## src/rtl/init_phase_pkg.sv

```systemverilog
`timescale 1ns/1ps
package init_phase_pkg;

  typedef enum logic [3:0] {
    PH_FREE  = 4'd0,
    PH_ARB   = 4'd1,
    PH_SEL   = 4'd2,
    PH_IDENT = 4'd3,
    PH_CMD   = 4'd4,
    PH_INFO  = 4'd5,
    PH_STAT  = 4'd6,
    PH_DISC  = 4'd7,
    PH_RESEL = 4'd8
  } seq_phase_e;

  // target phase codes
  localparam logic [2:0] TP_NONE   = 3'd0;
  localparam logic [2:0] TP_DOUT   = 3'd1;
  localparam logic [2:0] TP_DIN    = 3'd2;
  localparam logic [2:0] TP_CMD    = 3'd3;
  localparam logic [2:0] TP_STATUS = 3'd4;
  localparam logic [2:0] TP_MOUT   = 3'd5;
  localparam logic [2:0] TP_MIN    = 3'd6;

  // message codes
  localparam logic [2:0] MS_DONE    = 3'd0;
  localparam logic [2:0] MS_SAVE    = 3'd1;
  localparam logic [2:0] MS_RESTORE = 3'd2;
  localparam logic [2:0] MS_DISC    = 3'd3;
  localparam logic [2:0] MS_IDENT   = 3'd4;

  // Returns 1 when the target phase is acceptable in the given sequencer state.
  function automatic logic phase_allowed(seq_phase_e st, logic [2:0] tp);
    logic ok;
    if (tp == TP_NONE) begin
      ok = 1'b1;
    end else begin
      case (st)
        PH_IDENT: ok = (tp == TP_MOUT);
        PH_CMD:   ok = (tp == TP_CMD);
        PH_INFO:  ok = (tp == TP_DOUT) || (tp == TP_DIN) ||
                       (tp == TP_STATUS) || (tp == TP_MIN);
        PH_STAT:  ok = (tp == TP_MIN);
        PH_RESEL: ok = (tp == TP_MIN);
        default:  ok = 1'b1; // bus not owned: target phases are not ours
      endcase
    end
    return ok;
  endfunction

endpackage

```

## src/rtl/seq_arb_judge.sv

```systemverilog
`timescale 1ns/1ps
module seq_arb_judge #(
  parameter int NUM_IDS = 8,
  parameter int OWN_ID  = 5
) (
  input  logic [NUM_IDS-1:0] contenders_i,
  output logic               higher_o
);
  logic [NUM_IDS-1:0] above_mask;

  generate
    for (genvar g = 0; g < NUM_IDS; g++) begin : g_mask
      assign above_mask[g] = (g > OWN_ID);
    end
  endgenerate

  assign higher_o = |(contenders_i & above_mask);
endmodule

```

## src/rtl/seq_ptr_store.sv

```systemverilog
`timescale 1ns/1ps
module seq_ptr_store #(
  parameter int CNT_W = 16
) (
  input  logic             clk,
  input  logic             rst_n,
  input  logic             clr_i,
  input  logic             inc_i,
  input  logic             save_i,
  input  logic             restore_i,
  output logic [CNT_W-1:0] cnt_o,
  output logic [CNT_W-1:0] saved_o
);
  logic [CNT_W-1:0] cnt_q;
  logic [CNT_W-1:0] saved_q;

  function automatic logic [CNT_W-1:0] bump(logic [CNT_W-1:0] v);
    return v + {{(CNT_W-1){1'b0}}, 1'b1};
  endfunction

  always_ff @(posedge clk) begin
    if (!rst_n || clr_i) begin
      cnt_q   <= '0;
      saved_q <= '0;
    end else begin
      if (restore_i)  cnt_q <= saved_q;
      else if (inc_i) cnt_q <= bump(cnt_q);
      if (save_i)     saved_q <= cnt_q;
    end
  end

  assign cnt_o   = cnt_q;
  assign saved_o = saved_q;
endmodule

```

## src/rtl/init_phase_seq.sv

```systemverilog
`timescale 1ns/1ps
module init_phase_seq
  import init_phase_pkg::*;
#(
  parameter int NUM_IDS = 8,
  parameter int OWN_ID  = 5,
  parameter int CMD_LEN = 6,
  parameter int CNT_W   = 16
) (
  input  logic               clk,
  input  logic               rst_n,
  input  logic               start_i,
  input  logic               bus_free_i,
  input  logic [NUM_IDS-1:0] arb_ids_i,
  input  logic               sel_ack_i,
  input  logic               resel_i,
  input  logic [2:0]         tphase_i,
  input  logic               xfer_i,
  input  logic [2:0]         msg_i,
  output logic [3:0]         phase_o,
  output logic               arb_req_o,
  output logic [CNT_W-1:0]   data_cnt_o,
  output logic               done_o,
  output logic               err_o,
  output logic               lost_o
);
  localparam int CMD_W = $clog2(CMD_LEN + 1);
  localparam logic [CMD_W-1:0] CMD_LAST = CMD_W'(CMD_LEN - 1);

  seq_phase_e       st_q, st_d;
  logic             pend_q, pend_d;
  logic [CMD_W-1:0] cmd_q, cmd_d;
  logic             done_q, err_q, lost_q;
  logic             done_d, err_d, lost_d;

  // named internal events
  logic             higher_w;
  logic             ev_win, ev_data, ev_save, ev_restore;
  logic             bad_phase, bad_msg, msg_byte;
  logic [CNT_W-1:0] saved_w;

  seq_arb_judge #(.NUM_IDS(NUM_IDS), .OWN_ID(OWN_ID)) u_judge (
    .contenders_i (arb_ids_i),
    .higher_o     (higher_w)
  );

  seq_ptr_store #(.CNT_W(CNT_W)) u_ptr (
    .clk       (clk),
    .rst_n     (rst_n),
    .clr_i     (ev_win),
    .inc_i     (ev_data),
    .save_i    (ev_save),
    .restore_i (ev_restore),
    .cnt_o     (data_cnt_o),
    .saved_o   (saved_w)
  );

  assign bad_phase = !phase_allowed(st_q, tphase_i);
  assign msg_byte  = xfer_i && (tphase_i == TP_MIN);

  always_comb begin
    st_d       = st_q;
    pend_d     = pend_q;
    cmd_d      = cmd_q;
    done_d     = 1'b0;
    lost_d     = 1'b0;
    bad_msg    = 1'b0;
    ev_win     = 1'b0;
    ev_data    = 1'b0;
    ev_save    = 1'b0;
    ev_restore = 1'b0;
    if (!bad_phase) begin
      case (st_q)
        PH_FREE: begin
          pend_d = pend_q | start_i;
          if ((pend_q || start_i) && bus_free_i) st_d = PH_ARB;
        end
        PH_ARB: begin
          if (higher_w) begin
            st_d   = PH_FREE;
            lost_d = 1'b1;
          end else begin
            st_d   = PH_SEL;
            pend_d = 1'b0;
            cmd_d  = '0;
            ev_win = 1'b1;
          end
        end
        PH_SEL: if (sel_ack_i) st_d = PH_IDENT;
        PH_IDENT: if (xfer_i && tphase_i == TP_MOUT) st_d = PH_CMD;
        PH_CMD: begin
          if (xfer_i && tphase_i == TP_CMD) begin
            cmd_d = cmd_q + 1'b1;
            if (cmd_q == CMD_LAST) st_d = PH_INFO;
          end
        end
        PH_INFO: begin
          if (xfer_i) begin
            case (tphase_i)
              TP_DOUT, TP_DIN: ev_data = 1'b1;
              TP_STATUS:       st_d    = PH_STAT;
              TP_MIN: begin
                case (msg_i)
                  MS_SAVE:    ev_save    = 1'b1;
                  MS_RESTORE: ev_restore = 1'b1;
                  MS_DISC:    st_d       = PH_DISC;
                  default:    bad_msg    = 1'b1;
                endcase
              end
              default: ;
            endcase
          end
        end
        PH_STAT: begin
          if (msg_byte) begin
            if (msg_i == MS_DONE) begin
              st_d   = PH_FREE;
              done_d = 1'b1;
            end else begin
              bad_msg = 1'b1;
            end
          end
        end
        PH_DISC: if (resel_i) st_d = PH_RESEL;
        PH_RESEL: begin
          if (msg_byte) begin
            if (msg_i == MS_IDENT) st_d = PH_INFO;
            else                   bad_msg = 1'b1;
          end
        end
        default: st_d = PH_FREE;
      endcase
    end
    err_d = bad_phase || bad_msg;
    if (err_d) begin
      st_d   = PH_FREE;
      pend_d = 1'b0;
      done_d = 1'b0;
    end
  end

  always_ff @(posedge clk) begin
    if (!rst_n) begin
      st_q   <= PH_FREE;
      pend_q <= 1'b0;
      cmd_q  <= '0;
      done_q <= 1'b0;
      err_q  <= 1'b0;
      lost_q <= 1'b0;
    end else begin
      st_q   <= st_d;
      pend_q <= pend_d;
      cmd_q  <= cmd_d;
      done_q <= done_d;
      err_q  <= err_d;
      lost_q <= lost_d;
    end
  end

  assign phase_o   = st_q;
  assign arb_req_o = (st_q == PH_ARB);
  assign done_o    = done_q;
  assign err_o     = err_q;
  assign lost_o    = lost_q;
endmodule

```

## config.mk

```make
export PLATFORM = sky130hd
export DESIGN_NAME = init_phase_seq
export DESIGN_NICKNAME = d
export VERILOG_FILES = /design/src/rtl/init_phase_pkg.sv /design/src/rtl/seq_arb_judge.sv /design/src/rtl/seq_ptr_store.sv /design/src/rtl/init_phase_seq.sv
export SDC_FILE = /design/constraint.sdc
export NUM_CORES = 1
export LEC_CHECK = 0
export ABC_AREA = 0
export BUFFER_PORTS_ARGS = -buffer_cell sky130_fd_sc_hd__buf_2
export CAP_MARGIN = 40
export CORE_MARGIN = 2
export CORE_UTILIZATION = 40
export CTS_CLUSTER_DIAMETER = 100
export DETAILED_ROUTE_END_ITERATION = 10
export PLACE_DENSITY = 0.58
export SETUP_SLACK_MARGIN = 0.3
export SYNTH_ARGS = -nofsm -noshare
export SYNTH_HDL_FRONTEND = slang
export SYNTH_SLANG_ARGS = --single-unit
```

## constraint.sdc

```tcl
create_clock -name clk -period 4.8 [get_ports clk]
set_input_delay 0.48 -clock clk [delete_from_list [all_inputs] [get_ports clk]]
set_output_delay 0.48 -clock clk [all_outputs]
set_load 0.05 [all_outputs]
```

==> flow_metrics.env <==
export IMPL_io_buffers=38
export IMPL_cts_repair_resized=0
export IMPL_synth_edff_count=0
export IMPL_clock_skew_ps=4.76
export IMPL_gp_congestion=0.784
export IMPL_globalRouteOverflowTotal=0
export IMPL_power_density_mw_per_mm2=292
export IMPL_crit_slowest_cell="or4_1"
export IMPL_rrSetupSlack_ps=2070
export IMPL_cts_tree="yes"
export IMPL_grt_pass1_wl_mm=9.00
export IMPL_r2r_start="phase_o[0]"
export IMPL_p_total_uw=798
export IMPL_slowest_delay_ps=920
export IMPL_cts_buffers=5
export IMPL_fin_nets=338
export IMPL_num_vias=2117
export IMPL_arrival_ps=2900
export IMPL_min_period_ps=2730
export IMPL_place_ws_ps=2060
export IMPL_fin_hold_ws_ps=436
export IMPL_start_util_pct=41.0
export IMPL_cp_max_fo=19
export IMPL_drt_wl_total_mm=5.40
export IMPL_dieHeight_um=81.5
export IMPL_ys_top_cells_by_area="dfxtp_1 (36%), mux2i_1 (8.3%), nor2_1 (6.4%)"
export IMPL_ant_nets=0
export IMPL_drive_gt1_share_pct=20.0
export IMPL_ys_ff_latch=43
export IMPL_core_area_mm2=0.00585
export IMPL_antenna_found_initial=0
export IMPL_syn_num_nets=306
export IMPL_clk_pin_slew_worst_paths_ps=80
export IMPL_start_kind="flop"
export IMPL_yosys_warnings=0
export IMPL_status="completed"
export IMPL_hp_start="arb_ids_i[6]"
export IMPL_crit_path_start="phase_o[0]"
export IMPL_htreeDepth=2
export IMPL_synth_most_common_cell="dfxtp_1"
export IMPL_drc_errors=0
export IMPL_maxSlewViolCount=0
export IMPL_grt_max_degree=20
export IMPL_ys_types=54
export IMPL_critical_path_class="reg -> reg"
export IMPL_path_buf_inv=0
export IMPL_cts_sinks=43
export IMPL_finalSetupViolCount=0
export IMPL_ctsHoldBuffers=0
export IMPL_fin_ws_ps=2070
export IMPL_final_cells=390
export IMPL_hold_violations=0
export IMPL_dieArea_mm2=0.00664
export IMPL_synth_common_cells="dfxtp_1 (43), nor2_1 (41), nand2_1 (23)"
export IMPL_worst_pin_slew_ps=679
export IMPL_hpwl_mm=3.79
export IMPL_slew_headroom_pct=54.6
export IMPL_timing_fmax_ghz=0.367
export IMPL_wl_per_cell_um=13.8
export IMPL_die_w_um=81.5
export IMPL_synth_main_ff_cell="dfxtp_1"
export IMPL_yosysSeqAreaShare_pct=35.9
export IMPL_drtIter0Drc=90
export IMPL_finalSetupTns_ps=0
export IMPL_netlist_area_leader_share_pct=35.9
export IMPL_synth_cell_area_mm2=0.00240
export IMPL_clock_path_buffers=2
export IMPL_drt_first_pass_iters=4
export IMPL_syn_to_final_growth_pct=13.8
export IMPL_dp_cells=382
export IMPL_root_buffer="clkbuf_8"
export IMPL_ios=45
export IMPL_peakVddDrop_uv=178
export IMPL_rows=28
export IMPL_yosysTopAreaCell="dfxtp_1"
export IMPL_antenna_cells=0
export IMPL_viasPerCell=5.43
export IMPL_endpoint_kind="flop"
export IMPL_clk_latency_ps=300
export IMPL_track_usage_pct=17.4
export IMPL_hold_class="in -> reg"
export IMPL_crit_family="simple AND/OR/NAND/NOR gates"
export IMPL_crit_chain="nand4bb_1, or4_1, nand2_2, nand2_1, a221oi_2, nor2_1"
export IMPL_p_leak_nw=1.04
export IMPL_async_flop_share_pct=0
export IMPL_cts_setup_buffers=0
export IMPL_syn_avg_cell_area_um2=8.51
export IMPL_synth_cells=282
export IMPL_grt_pass1_vias=1931
export IMPL_cap_violations=0
export IMPL_post_route_period_util_pct=56.8
export IMPL_rsz0062_at_grt="false"
export IMPL_cp_required_ps=4970
[flip-flops by register name, indices dropped and copies added (netlist names)]
register and cells:
pend_q 1, phase_o 4, u_ptr.saved_o 16, lost_o 1, u_ptr.cnt_o 16, cmd_q 3
err_o 1, done_o 1
[worst reg2reg max path, stage by stage, from the launching register on]
cell       delay, ps
dfxtp_1          680
nand4bb_1        350
or4_1            920
nand2_2          300
nand2_1           90
a221oi_2         220
nor2_1            50
[kinds of logic after synthesis]
logic type               synth area share, %
multiplexers                            8.81
buffers and inverters                   4.53
AND/OR/NAND/NOR                         30.5
XOR/XNOR                                3.28
AO/OA/AOI/OAI                           15.0
adder cells (fa/ha/maj)                 1.98
flip-flops                              35.9
[placed cells by master (no fill, tap or decap), drive strengths merged, types with 2 or more instances in the layout]
cell and count:
dfxtp 43, nor2 41, buf 41, nand2 24
mux2i 20, a21oi 16, o21ai 15, nor3 9
nand3 9, xor2 7, clkbuf 7, inv 6
and3 6, nand4b 6, a211oi 5, nor4 5
nand2b 4, nand4 4, a31oi 4, or3 3
o211ai 3, nor2b 3, ha 3, and4 2
a22oi 2, o22a 2, o31a 2, o21a 2
xnor2 2, and4bb 2
[through the flow]
stage / utilization (%) / area, um2
after floorplan: - / 2400
after global placement: 44.5 / 2610
after detailed placement: 44.9 / 2630
after CTS: 46.7 / 2730
after global routing: 46.7 / 2730
final: 46.7 / 2730
[path summary, 6_finish.rpt]
check             cells past startpoint         endpoint
setup / recovery                      6  u_ptr.cnt_o[12]
hold / removal                        3           lost_o
setup reg to reg                      6  u_ptr.cnt_o[12]
hold reg to reg                       2  u_ptr.cnt_o[11]
[power by group]
| part | switching, mW | internal, mW |
|---|---|---|
| Sequential | 0.0225 | 0.366 |
| Clock | 0.128 | 0.131 |
| Combinational | 0.0950 | 0.0554 |
[cell type report]
cell class | count | area, um2
multi-input cells | 217 | 1430
clock inverters | 1 | 7.51
flip-flops and latches | 43 | 861
fillers | 574 | 3120
well taps | 75 | 93.8
repair buffers | 41 | 220
clock buffers | 7 | 96.3
inverters | 6 | 22.5
[per-layer routing]
metal  vias up  GRT usage [%]  part of all wire (%)
met5         -              0                     0
met4         0           6.61                   1.1
met3         7           2.75                   3.3
met2        42           30.2                    48
met1       980           21.6                    47
li1       1088              -                     -
(Power assumes the default switching activity.)
